--- config.mk ---
export PLATFORM = sky130hd
export DESIGN_NAME = periodic_irq_unit
export DESIGN_NICKNAME = d
export VERILOG_FILES = /design/src/rtl/pirq_pkg.sv /design/src/rtl/pirq_divider.sv /design/src/rtl/pirq_tap.sv /design/src/rtl/pirq_flag_bank.sv /design/src/rtl/periodic_irq_unit.sv
export SDC_FILE = /design/constraint.sdc
export NUM_CORES = 1
export LEC_CHECK = 0
export BUFFER_PORTS_ARGS = -buffer_cell sky130_fd_sc_hd__buf_2
export CAP_MARGIN = 20
export CORE_ASPECT_RATIO = 0.8
export CORE_MARGIN = 2
export CORE_UTILIZATION = 54
export DETAILED_ROUTE_END_ITERATION = 8
export PLACE_DENSITY_LB_ADDON = 0.1
export SLEW_MARGIN = 20
export SYNTH_ARGS = -nofsm -noshare
export SYNTH_HDL_FRONTEND = slang
export SYNTH_SLANG_ARGS = --single-unit
--- constraint.sdc ---
create_clock -name clk -period 6 [get_ports clk]
set_clock_uncertainty 0.15 [all_clocks]
set_input_delay 1.2 -clock clk [delete_from_list [all_inputs] [get_ports clk]]
set_output_delay 1.2 -clock clk [all_outputs]
set_load 0.02 [all_outputs]
--- src/rtl/pirq_pkg.sv ---
package pirq_pkg;

  localparam int unsigned BIT_SUM = 7;
  localparam int unsigned BIT_PER = 6;
  localparam int unsigned BIT_ALM = 5;
  localparam int unsigned BIT_UPD = 4;

  typedef struct packed {
    logic per;
    logic alm;
    logic upd;
  } flag_set_t;

  // Divider held in reset for control codes with the two upper bits set.
  function automatic logic hold_code(input logic [2:0] ctl);
    return ctl[2] & ctl[1];
  endfunction

endpackage

--- src/rtl/pirq_divider.sv ---
module pirq_divider #(
  parameter int unsigned CNT_W = 15
) (
  input  logic             clk,
  input  logic             rst,
  input  logic             stb,
  input  logic             hold,
  output logic [CNT_W-1:0] cnt_q,
  output logic [CNT_W-1:0] cnt_d
);

  always_comb begin
    if (hold)     cnt_d = '0;
    else if (stb) cnt_d = cnt_q + 1'b1;
    else          cnt_d = cnt_q;
  end

  always_ff @(posedge clk) begin
    if (rst) cnt_q <= '0;
    else     cnt_q <= cnt_d;
  end


  hold_zero_chk: assert property (@(posedge clk) disable iff (rst)
    hold |=> (cnt_q == '0));

endmodule

--- src/rtl/pirq_tap.sv ---
module pirq_tap #(
  parameter int unsigned CNT_W  = 15,
  parameter int unsigned RATE_W = 4
) (
  input  logic              clk,
  input  logic              rst,
  input  logic              stb,
  input  logic              hold,
  input  logic [RATE_W-1:0] rate,
  input  logic              sqw_en,
  input  logic [CNT_W-1:0]  cnt_q,
  input  logic [CNT_W-1:0]  cnt_d,
  output logic              tick,
  output logic              sqw_q
);

  localparam int unsigned NCODE = 2 ** RATE_W;

  logic [NCODE-1:0] wrap_vec;
  logic [NCODE-1:0] lvl_vec;

  assign wrap_vec[0] = 1'b0;
  assign lvl_vec[0]  = 1'b0;

  generate
    for (genvar r = 1; r < NCODE; r++) begin : g_code
      if (r <= CNT_W) begin : g_live
        assign wrap_vec[r] = &cnt_q[r-1:0];
        assign lvl_vec[r]  = cnt_d[r-1];
      end else begin : g_dead
        assign wrap_vec[r] = 1'b0;
        assign lvl_vec[r]  = 1'b0;
      end
    end
  endgenerate

  assign tick = stb & ~hold & wrap_vec[rate];

  always_ff @(posedge clk) begin
    if (rst) sqw_q <= 1'b0;
    else     sqw_q <= sqw_en & lvl_vec[rate];
  end


  tick_needs_stb_chk: assert property (@(posedge clk) disable iff (rst)
    tick |-> stb);


  sqw_off_chk: assert property (@(posedge clk) disable iff (rst)
    !sqw_en |=> !sqw_q);


  rate_zero_chk: assert property (@(posedge clk) disable iff (rst)
    (rate == '0) |=> !sqw_q);

endmodule

--- src/rtl/pirq_flag_bank.sv ---
module pirq_flag_bank
  import pirq_pkg::*;
(
  input  logic      clk,
  input  logic      rst,
  input  logic      tick,
  input  logic      alm_evt,
  input  logic      upd_evt,
  input  logic      rd,
  input  logic      pie,
  input  logic      aie,
  input  logic      uie,
  output flag_set_t flg_q,
  output logic      sum_q,
  output logic      irq_n_q
);

  flag_set_t flg_d;
  logic      sum_d;

  always_comb begin
    flg_d.per = (flg_q.per & ~rd) | tick;
    flg_d.alm = (flg_q.alm & ~rd) | alm_evt;
    flg_d.upd = (flg_q.upd & ~rd) | upd_evt;
    sum_d     = (flg_d.per & pie) | (flg_d.alm & aie) | (flg_d.upd & uie);
  end

  always_ff @(posedge clk) begin
    if (rst) begin
      flg_q   <= '0;
      sum_q   <= 1'b0;
      irq_n_q <= 1'b1;
    end else begin
      flg_q   <= flg_d;
      sum_q   <= sum_d;
      irq_n_q <= ~sum_d;
    end
  end


  sum_src_chk: assert property (@(posedge clk) disable iff (rst)
    sum_q |-> (flg_q.per | flg_q.alm | flg_q.upd));


  alm_kept_chk: assert property (@(posedge clk) disable iff (rst)
    alm_evt |=> flg_q.alm);


  rd_clear_chk: assert property (@(posedge clk) disable iff (rst)
    (rd && !alm_evt && !upd_evt) |=> (!flg_q.alm && !flg_q.upd));


  per_set_chk: assert property (@(posedge clk) disable iff (rst)
    tick |=> flg_q.per);

endmodule

--- src/rtl/periodic_irq_unit.sv ---
module periodic_irq_unit
  import pirq_pkg::*;
#(
  parameter int unsigned CNT_W  = 15,
  parameter int unsigned RATE_W = 4
) (
  input  logic              clk,
  input  logic              rst,
  input  logic              base_stb,
  input  logic [2:0]        div_ctl,
  input  logic [RATE_W-1:0] rate_sel,
  input  logic              pie,
  input  logic              aie,
  input  logic              uie,
  input  logic              sqw_en,
  input  logic              alarm_evt,
  input  logic              upd_evt,
  input  logic              flag_rd,
  output logic [7:0]        flag_reg,
  output logic              irq_n,
  output logic              sqw_out
);

  logic             hold;
  logic [CNT_W-1:0] cnt_q;
  logic [CNT_W-1:0] cnt_d;
  logic             tick;
  flag_set_t        flg_q;
  logic             sum_q;

  assign hold = hold_code(div_ctl);

  pirq_divider #(.CNT_W(CNT_W)) u_div (
    .clk   (clk),
    .rst   (rst),
    .stb   (base_stb),
    .hold  (hold),
    .cnt_q (cnt_q),
    .cnt_d (cnt_d)
  );

  pirq_tap #(.CNT_W(CNT_W), .RATE_W(RATE_W)) u_tap (
    .clk    (clk),
    .rst    (rst),
    .stb    (base_stb),
    .hold   (hold),
    .rate   (rate_sel),
    .sqw_en (sqw_en),
    .cnt_q  (cnt_q),
    .cnt_d  (cnt_d),
    .tick   (tick),
    .sqw_q  (sqw_out)
  );

  pirq_flag_bank u_flags (
    .clk     (clk),
    .rst     (rst),
    .tick    (tick),
    .alm_evt (alarm_evt),
    .upd_evt (upd_evt),
    .rd      (flag_rd),
    .pie     (pie),
    .aie     (aie),
    .uie     (uie),
    .flg_q   (flg_q),
    .sum_q   (sum_q),
    .irq_n_q (irq_n)
  );

  always_comb begin
    flag_reg          = '0;
    flag_reg[BIT_SUM] = sum_q;
    flag_reg[BIT_PER] = flg_q.per;
    flag_reg[BIT_ALM] = flg_q.alm;
    flag_reg[BIT_UPD] = flg_q.upd;
  end


  irq_pin_chk: assert property (@(posedge clk) disable iff (rst)
    (flag_reg[BIT_SUM] == 1'b0) |-> irq_n);


  hold_quiet_chk: assert property (@(posedge clk) disable iff (rst)
    hold |=> !sqw_out);

endmodule

After elaboration in Yosys (flattened, before gate mapping)
Index checks and enable logic that the tools add are counted.
{ "totals": {"register_bits": 21, "in_bits": 17, "elab_cells": 47} }
{ "classes": {"n_addsub": 1, "magnitude_cmp": 1, "muxes": 6, "n_bitwise": 18, "reduce_logical": 14} }
{ "op_table": {"columns": ["operator", "n"], "rows": [
  ["$mux W15", 2],
  ["$add A15 B1 Y15 const B", 1],
  ["$reduce_and A15 Y1", 1],
  ["$reduce_and A14 Y1", 1],
  ["$reduce_and A13 Y1", 1],
  ["$reduce_and A12 Y1", 1],
  ["$reduce_and A11 Y1", 1],
  ["$and A1 B1 Y1", 10],
  ["$reduce_and A10 Y1", 1],
  ["$reduce_and A9 Y1", 1],
  ["$bmux W1 S4", 2],
  ["$reduce_and A8 Y1", 1],
  ["$reduce_and A7 Y1", 1],
  ["$reduce_and A6 Y1", 1],
  ["$lt A4 B5 Y1 const B", 1],
  ["$or A1 B1 Y1", 5],
  ["$reduce_and A5 Y1", 1],
  ["$reduce_and A4 Y1", 1],
  ["$not A1 Y1", 3],
  ["$reduce_and A3 Y1", 1],
  ["$mux W1", 2],
  ["$reduce_and A2 Y1", 1]
]} }

Logic depth before layout (Yosys ltp)
Gate-level depths: netlist of the first run.
{ "depth": {"depth_word": 9, "depth_mapped": 9, "ltp_nobuf": 9} }

By module
Synthesis of the first run repeated with hierarchy kept, for this count alone.
{ "hier_totals": {"cells_unflattened": 154, "area_unflattened_um2": 1361.3} }
{ "modules_own_cells": {"columns": ["module", "n_inst", "cells_per_inst", "area_each_um2", "seq_area_each_um2"], "rows": [
  ["pirq_divider", 1, 93, 810.8, 300.3],
  ["pirq_tap", 1, 36, 312.8, 20.0],
  ["pirq_flag_bank", 1, 18, 190.2, 100.1],
  ["periodic_irq_unit", 1, 7, 47.5, 0.0]
]} }

Least setup slack after synthesis of the first run
Ideal clock, no wire load.
{ "synth_path": {"path_type": "input-to-reg", "from": "in base_stb", "to": "reg u_tap.sqw_q", "setup_time_ns": 0.122, "arrival_ns": 2.497, "required_ns": 5.728, "setup_slack_ns": 3.231, "path_stages": 7, "cell_sequence": "clkbuf_4 > nand3_1 > nor4_1 > xnor2_1 > nor2_1 > o311a_1 > o311a_1"} }
{ "synth_via": {"elab_chain_cells": 5} }
{ "synth_lines": {"columns": ["item", "line_no", "text"], "rows": [
  ["start, declared", "periodic_irq_unit.sv:9", "input logic base_stb,"],
  ["$mux W15", "pirq_divider.sv:14", "else if (stb) cnt_d = cnt_q + 1'b1;"],
  ["$mux W15", "pirq_divider.sv:13", "if (hold) cnt_d = '0;"],
  ["$bmux W1 S4", "pirq_tap.sv:41", "else sqw_q <= sqw_en & lvl_vec[rate];"],
  ["$mux W1 (implied by the code)", "pirq_tap.sv:41", null],
  ["$and A1 B1 Y1", "pirq_tap.sv:41", null],
  ["end signal, assigned", "pirq_tap.sv:41", null],
  ["end, declared", "pirq_tap.sv:14", "output logic sqw_q"]
]} }
No other way between the ends. The select of a mux whose other input is x is not followed.
A chain may end at the register's enable or synchronous reset.

Worst setup path in the final report of the first run
Ends and elaborated chain as after synthesis.

==> results of run 1 <==
-- logic make-up after synthesis --
logic type,Yosys count
compound gates,32
xor+xnor,11
fa+ha+maj,4
buf+inv,18
flops,21
mux,5
other cells,1
simple gates,73
-- path summary, 6_finish.rpt --
check / end / from / cells after the start
min: u_flags.flg_q[2] / u_flags.flg_q[2] / 2
max: u_tap.sqw_q / base_stb / 7
max reg2reg: u_tap.sqw_q / u_div.cnt_q[0] / 9
min reg2reg: u_flags.flg_q[2] / u_flags.flg_q[2] / 2
-- final cells by class --
type / instances / area share, %
inverters: 4 / 1.04
multi-input cells: 129 / 58.3
flip-flops and latches: 21 / 29.2
repair buffers: 21 / 7.30
well taps: 27 / 2.35
clock buffers: 4 / 1.82
-- power by group --
| group | internal, W | switching, W |
|---|---|---|
| clock network | 0.0000260 | 0.0000421 |
| logic | 0.0000152 | 0.0000263 |
| registers | 0.000143 | 0.00000215 |
| total | 0.000184 | 0.0000706 |
-- stage by stage --
step	total power, W	setup WS (ns)	instances	utilization (%)
floorplan	0.000179	3.23	168	-
global placement	0.000189	2.87	202	58.9
detailed placement	0.000189	2.82	202	58.9
CTS	0.000256	3.15	206	59.9
global route	0.000272	3.03	206	59.9
finish	0.000255	3.08	206	59.9
-- state kept, by name (all words and copies together), names as in the netlist --
register         flops
u_tap.sqw_q          1
u_flags.sum_q        1
u_div.cnt_q         15
u_flags.irq_n_q      1
u_flags.flg_q        3
-- layer usage --
metal	wire [µm]	up-vias	GRT usage [%]	part of all wire (%)
li1	-	618	-	-
met1	1470	577	36.7	46
met2	1360	69	31.3	43
met3	300	8	6.42	9.5
met4	37	0	5.19	1.2
met5	0	-	0	0
-- critical path: stages --
cell and delay [ns]:
buf_2 0.26, nand4_2 0.26, nor4_2 0.37, xnor2_1 0.13, and2_0 0.16, a2111oi_0 0.42, o311a_1 0.23
-- cell usage after synthesis, types with 2 or more instances --
master / number / share of area (%)
a21oi_1: 6 / 2.2
a311oi_1: 2 / 1.3
and2_1: 2 / 0.93
and3_1: 4 / 1.9
buf_2: 2 / 0.74
buf_4: 6 / 3.3
clkbuf_1: 5 / 1.4
dfxtp_1: 21 / 31
ha_1: 4 / 3.7
inv_1: 3 / 0.84
mux2i_1: 5 / 3.7
nand2_1: 14 / 3.9
nand3_1: 4 / 1.5
nand4_1: 4 / 1.9
nand4_2: 2 / 1.9
nor2_1: 19 / 5.3
nor2b_1: 5 / 2.3
nor3_1: 7 / 2.6
nor4_1: 4 / 1.9
o21ai_0: 5 / 1.9
o221ai_1: 2 / 1.3
o311a_1: 2 / 1.5
xnor2_1: 9 / 5.9
xor2_1: 2 / 1.3
==> flow_metrics.env, run 1 <==
export IMPL_cp_start_kind="primary input"
export IMPL_io_pins=27
export IMPL_grt_overflow_total=0
export IMPL_drc=0
export IMPL_fin_nets=201
export IMPL_cts_max_path_buffers=2
export IMPL_cts_setup_buffers=0
export IMPL_ir_drop_v=0.000129
export IMPL_maxCapViolations=0
export IMPL_synthCells=165
export IMPL_synth_seq_cells=21
export IMPL_finalSetupTns_ns=0
export IMPL_n_fill_cell=219
export IMPL_dieArea_um2=2910
export IMPL_initial_utilization_pct=56.0
export IMPL_coreArea_um2=2400
export IMPL_drive_above_1_share_pct=17.3
export IMPL_synth_main_ff_cell="dfxtp_1"
export IMPL_port_buffers=21
export IMPL_outcome="finished clean"
export IMPL_place_hpwl_um=2340
export IMPL_min_delay_path_class="reg -> reg"
export IMPL_cts_buffers=3
export IMPL_synth_cell_types=50
export IMPL_synth_xor_area_share_pct=7.16
export IMPL_postPlaceCellArea_um2=1410
export IMPL_detail_route_antenna_nets=0
export IMPL_num_antenna_cells=0
export IMPL_dr_pass1_iters=4
export IMPL_powerDensity_nw_per_um2=177
export IMPL_leakage_nw=0.579
export IMPL_ctsResizeCount=0
export IMPL_cts_tree="yes"
export IMPL_die_w_um=59.8
export IMPL_grt_pass1_vias=1073
export IMPL_antenna_found_initial=0
export IMPL_gp_congestion=0.906
export IMPL_cp_required_ns=6.10
export IMPL_reg2reg_setup_slack_ns=3.37
export IMPL_synth_yosys_seq_area_share_pct=31.3
export IMPL_routedWlPerCell_um=15.4
export IMPL_max_freq_ghz=0.342
export IMPL_worstSetupPathType="in -> reg"
export IMPL_yosys_warnings=0
export IMPL_cts_clk_slew_worst_paths_ns=0.12
export IMPL_register_area_um2=420
export IMPL_insertion_delay_ns=0.31
export IMPL_tightest_slew_ns=0.644
export IMPL_grtUsageTotal_pct=23.4
export IMPL_drt_iter0_drc=105
export IMPL_synth_top_family_by_area="simple AND/OR/NAND/NOR gates"
export IMPL_viasPerCell=6.17
export IMPL_postRouteWirelength_um=3160
export IMPL_grt_pass1_wl_um=5220
export IMPL_min_period_ns=2.92
export IMPL_post_synth_fa_ha_maj_area_fraction_pct=3.72
export IMPL_clock_sinks=21
export IMPL_ctsRootBufferMaster="clkbuf_4"
export IMPL_async_flop_share_pct=0
export IMPL_final_cell_mix="buf_2, dfxtp_1, nor2_1"
export IMPL_end_kind="register"
export IMPL_htree_levels=1
export IMPL_netlist_area_um2=1350
export IMPL_rsz0062_at_grt="no"
export IMPL_synthMuxAreaShare_pct=3.72
export IMPL_rows=16
export IMPL_min_period_over_period_pct=48.7
export IMPL_setup_viol=0
export IMPL_cp_max_fo=12
export IMPL_synth_area_per_cell_um2=8.15
export IMPL_whs_ns=0.394
export IMPL_slew_limit_headroom_pct=57.1
export IMPL_synth_compound_area_share_pct=18.0
export IMPL_finalHoldViolCount=0
export IMPL_vias=1272
export IMPL_synth_edf_count=0
export IMPL_area_delta_synth_final_pct=7.07
export IMPL_grt_start_max_net_pins=17
export IMPL_die_h_um=48.6
export IMPL_drv_slew=0
export IMPL_synthSimpleGateAreaFrac_pct=28.7
export IMPL_final_design_area_no_fill_um2=1440
export IMPL_multiInputGateArea_um2=840
export IMPL_cts_hold_buf=0
export IMPL_critPathArrivalTime_ns=3.02
Note: power is estimated with default switching activity, not from simulation.
==> run 2: changes to the inputs <==
clock period = 3 ns   (was 6 ns; I/O delays follow)
==> run 2 against run 1 <==
Net effect: sequential cell count did not move; global-route usage increased by 1.4 points; clock-buffer cell count stayed put; power increased by 100%; die area stayed put; critical path type is now reg -> reg; critical endpoint unchanged; largest power group unchanged.
==> flow_metrics.env, run 2 (synthesis results as in run 1) <==
export IMPL_critPathArrivalTime_ns=2.72
export IMPL_antenna_found_initial=0
export IMPL_fin_nets=202
export IMPL_viasPerCell=6.18
export IMPL_tightest_slew_ns=0.641
export IMPL_finalHoldViolCount=0
export IMPL_comb_power_share_pct=16.2
export IMPL_drt_iter0_drc=81
export IMPL_setup_viol=0
export IMPL_detail_route_antenna_nets=0
export IMPL_postLayoutCoreUtil_pct=60.3
export IMPL_end_kind="register"
export IMPL_cts_setup_buffers=0
export IMPL_grt_pass1_wl_um=5550
export IMPL_whs_ns=0.309
export IMPL_cp_start_kind="register"
export IMPL_slew_limit_headroom_pct=57.2
export IMPL_htree_levels=1
export IMPL_path_cells="ha_1 > nand2_1 > nor3_1 > ha_1 > mux2i_1 > o31a_1 > o221ai_1 > o311a_1 > o311a_1"
export IMPL_cts_clk_slew_worst_paths_ns=0.12
export IMPL_cts_buffers=3
export IMPL_min_period_ns=2.67
export IMPL_port_buffers=21
export IMPL_max_freq_ghz=0.375
export IMPL_clockPowerShare_pct=27.2
export IMPL_worstSetupPathType="reg -> reg"
export IMPL_multiInputGateArea_um2=840
export IMPL_die_w_um=59.8
export IMPL_slowest_stage="dfxtp_1"
export IMPL_rows=16
export IMPL_cp_max_fo=5
export IMPL_ctsRootBufferMaster="clkbuf_4"
export IMPL_register_area_um2=420
export IMPL_crit_buf_inv=0
export IMPL_finalSetupTns_ns=0
export IMPL_largest_reg_flops=15
export IMPL_layoutNonFillerInstCount=207
export IMPL_sw_frac_of_total_pct=28.2
export IMPL_n_fill_cell=222
export IMPL_leakage_nw=0.584
export IMPL_grt_pass1_vias=1166
export IMPL_power_internal_w=0.000368
export IMPL_area_delta_synth_final_pct=7.63
export IMPL_rsz0062_at_grt="no"
export IMPL_ir_drop_v=0.000271
export IMPL_powerDensity_nw_per_um2=355
export IMPL_io_pins=27
export IMPL_min_period_over_period_pct=88.9
export IMPL_dr_pass1_iters=4
export IMPL_seqPwrFrac_pct=56.6
export IMPL_min_delay_path_class="in -> reg"
export IMPL_coreArea_um2=2400
export IMPL_dieArea_um2=2910
export IMPL_gp_congestion=0.904
export IMPL_cts_max_path_buffers=2
export IMPL_grt_start_max_net_pins=17
export IMPL_reg2reg_setup_slack_ns=0.33
export IMPL_top_register="u_div.cnt_q"
export IMPL_vias=1279
export IMPL_dp_cells=203
export IMPL_drive_above_1_share_pct=17.8
export IMPL_routedWlPerCell_um=15.6
export IMPL_critical_path_top_delay_family="compound AO/OA/AOI/OAI gates"
export IMPL_initial_utilization_pct=56.0
export IMPL_slowest_delay_ns=0.45
export IMPL_place_hpwl_um=2420
export IMPL_grt_overflow_total=0
export IMPL_num_antenna_cells=0
export IMPL_largestRegisters="u_div.cnt_q x15, u_flags.flg_q x3"
export IMPL_grtUsageTotal_pct=24.8
export IMPL_power_net_switching_w=0.000145
export IMPL_ctsResizeCount=0
export IMPL_cp_required_ns=3.05
export IMPL_final_cell_mix="buf_2, dfxtp_1, nor2_1"
export IMPL_die_h_um=48.6
export IMPL_drv_slew=0
export IMPL_insertion_delay_ns=0.31
export IMPL_cts_hold_buf=0
export IMPL_drc=0
export IMPL_clock_sinks=21
export IMPL_postRouteWirelength_um=3220
export IMPL_outcome="finished clean"
export IMPL_maxCapViolations=0
export IMPL_cts_tree="yes"
-- run 2: worst paths after layout --
path,end,depth (start not counted),from
hold reg to reg,u_flags.flg_q[2],2,u_flags.flg_q[2]
setup reg to reg,u_tap.sqw_q,9,u_div.cnt_q[0]
hold / removal,u_flags.irq_n_q,2,pie
setup / recovery,u_tap.sqw_q,9,u_div.cnt_q[0]
-- run 2: routing by layer --
metal,GRT usage (%),part of all wire [%],wire (µm)
met5,0,0,0
met1,36.7,45,1470
met2,35.7,45,1440
met3,6.42,9.3,298
met4,5.93,0.43,14
-- run 2: power by group through the flow --
stage | combinational (W) | sequential (W) | clock, W
2_1_floorplan | 0.0000562 | 0.000301 | 0
3_3_place_gp | 0.0000811 | 0.000296 | 0
3_5_place_dp | 0.0000826 | 0.000297 | 0
4_1_cts | 0.0000827 | 0.000290 | 0.000141
5_1_grt | 0.0000928 | 0.000292 | 0.000157
6_report | 0.0000834 | 0.000290 | 0.000140
-- run 2: layout make-up --
class | instances | area share [%]
inverter | 4 | 1.04
timing repair buffer | 22 | 7.78
tap | 27 | 2.33
clock buffer | 4 | 1.82
multi-input combinational | 129 | 58.0
sequential | 21 | 29.0
-- run 2: per-stage QoR --
stage	area [µm²]	setup slack, ns	power (W)
floorplan	1360	0.684	0.000357
detailed placement	1420	0.403	0.000379
CTS	1450	0.388	0.000514
finish	1450	0.334	0.000513
global placement	1420	0.444	0.000377
global route	1450	0.117	0.000541
==> run 3: changes to the inputs <==
CORE_UTILIZATION = 49   (was 54)
clock period = 2.15 ns   (was 3 ns; I/O delays follow)
==> run 3 against run 2 <==
Net effect: sequential share of layout area down 5.1 points; via count up 9.6%; wire length up 13%; global-route usage down 0.40 points; largest cell class unchanged; highest routed layer unchanged.
==> flow_metrics.env, run 3 (synthesis results as in run 1) <==
export IMPL_rows=16
export IMPL_dp_cells=235
export IMPL_slowest_stage="dfxtp_2"
export IMPL_drc=0
export IMPL_globalRouteMet3Util_pct=4.19
export IMPL_area_delta_synth_final_pct=31.6
export IMPL_maxCapViolations=0
export IMPL_critical_path_top_delay_family="compound AO/OA/AOI/OAI gates"
export IMPL_die_w_um=62.6
export IMPL_final_design_area_no_fill_um2=1770
export IMPL_finalHoldViolCount=0
export IMPL_drv_slew=0
export IMPL_grt_busiest_layer="met2"
export IMPL_critPathArrivalTime_ns=2.19
export IMPL_min_period_ns=2.14
export IMPL_viasPerCell=5.68
export IMPL_powerDensity_nw_per_um2=412
export IMPL_fin_nets=233
export IMPL_cts_buffers=3
export IMPL_grt_pass1_wl_um=6060
export IMPL_cp_start_kind="register"
export IMPL_use_met2_pct=37.6
export IMPL_vias=1402
export IMPL_antenna_found_initial=0
export IMPL_min_delay_path_class="in -> reg"
export IMPL_layoutNonFillerInstCount=247
export IMPL_clock_sinks=21
export IMPL_grtUsageMet1_pct=33.8
export IMPL_cts_tree="yes"
export IMPL_ir_drop_v=0.000343
export IMPL_grt_start_max_net_pins=16
export IMPL_coreArea_um2=2520
export IMPL_finalSetupTns_ns=0
export IMPL_grt_overflow_total=0
export IMPL_final_common_cell="buf_4"
export IMPL_drive_above_1_share_pct=34.6
export IMPL_slew_limit_headroom_pct=57.3
export IMPL_port_buffers=21
export IMPL_ctsRootBufferMaster="clkbuf_4"
export IMPL_cts_clk_slew_worst_paths_ns=0.13
export IMPL_min_period_over_period_pct=99.3
export IMPL_largest_reg_flops=15
export IMPL_cp_max_fo=4
export IMPL_htree_levels=1
export IMPL_outcome="finished clean"
export IMPL_slowest_delay_ns=0.36
export IMPL_path_cells="ha_4 > buf_6 > and3_4 > ha_4 > mux2i_1 > and3_1 > a311oi_1 > a211o_1 > o311a_1"
export IMPL_dr_pass1_iters=4
export IMPL_routedWlPerCell_um=14.8
export IMPL_grt_pass1_vias=1368
export IMPL_setup_viol=0
export IMPL_crit_buf_inv=1
export IMPL_num_antenna_cells=0
export IMPL_finalPower_w=0.000730
export IMPL_cts_max_path_buffers=2
export IMPL_largestRegisters="u_div.cnt_q x15, u_flags.flg_q x3"
export IMPL_die_h_um=50.9
export IMPL_detail_route_antenna_nets=0
export IMPL_io_pins=27
export IMPL_gp_congestion=0.927
export IMPL_postLayoutCoreUtil_pct=70.2
export IMPL_place_hpwl_um=2620
export IMPL_final_cell_mix="buf_4, buf_2, nor2_1"
export IMPL_end_kind="register"
export IMPL_cp_required_ns=2.20
export IMPL_initial_utilization_pct=53.3
export IMPL_dieArea_um2=3180
export IMPL_max_freq_ghz=0.468
export IMPL_drt_iter0_drc=121
export IMPL_postPlaceCellArea_um2=1620
export IMPL_grtUsageTotal_pct=24.4
export IMPL_rsz0062_at_grt="yes"
export IMPL_top_register="u_div.cnt_q"
export IMPL_leakage_nw=0.766
export IMPL_tightest_slew_ns=0.640
export IMPL_postRouteWirelength_um=3660
export IMPL_cp_common_cell="ha_4"
export IMPL_worstSetupPathType="reg -> reg"
export IMPL_insertion_delay_ns=0.31
export IMPL_cts_hold_buf=0
run 3: worst reg2reg max path: stages (launching register included):
cell and delay, ns:
dfxtp_2 0.36, ha_4 0.17, buf_6 0.12, and3_4 0.18, ha_4 0.20, mux2i_1 0.16, and3_1 0.18, a311oi_1 0.04
a211o_1 0.32, o311a_1 0.12
run 3: what timing repair did:
action / in CTS / in global routing
pin swaps: 8 / 10
buffers inserted: 11 / 0
endpoints found under the setup margin: 1 / 5
gates resized for setup: 5 / 8
run 3: cell type report:
| cell class | count | area (µm²) |
|---|---|---|
| tap | 36 | 45.0 |
| timing repair buffer | 53 | 360 |
| sequential | 21 | 424 |
| clock buffer | 4 | 26.3 |
| fill | 205 | 752 |
| multi-input combinational | 129 | 900 |
| inverter | 4 | 15.0 |
run 3: layer usage:
metal  wire length (µm)  up-vias  part of all wire [%]
met5                  0        -                     0
met2               1610       78                    44
met1               1720      634                    47
met4                 35        0                  0.96
met3                292        6                   8.0
li1                   -      684                     -
run 3: through the flow:
stage | hold WS, ns | setup slack [ns]
global placement | 0.355 | -0.0166
global route | 0.135 | -0.0511
finish | 0.140 | 0.0140
floorplan | 0.348 | 0.0114
CTS | 0.137 | 0.00331
detailed placement | 0.371 | -0.0718
run 3: report_power, final:
part | switching, W | total, W | leakage [nW] | internal (W)
logic | 0.0000796 | 0.000132 | 0.578 | 0.0000519
registers | 0.00000444 | 0.000404 | 0.172 | 0.000399
clock network | 0.000122 | 0.000194 | 0.0150 | 0.0000724
run 3: worst paths after layout:
kind	from	to	slack (ns)	cells past startpoint
worst min-delay path	pie	u_flags.irq_n_q	0.14	2
worst min register to register	u_flags.flg_q[2]	u_flags.flg_q[2]	0.39	2
worst max register to register	u_div.cnt_q[1]	u_tap.sqw_q	0.01	9
worst max-delay path	u_div.cnt_q[1]	u_tap.sqw_q	0.01	9
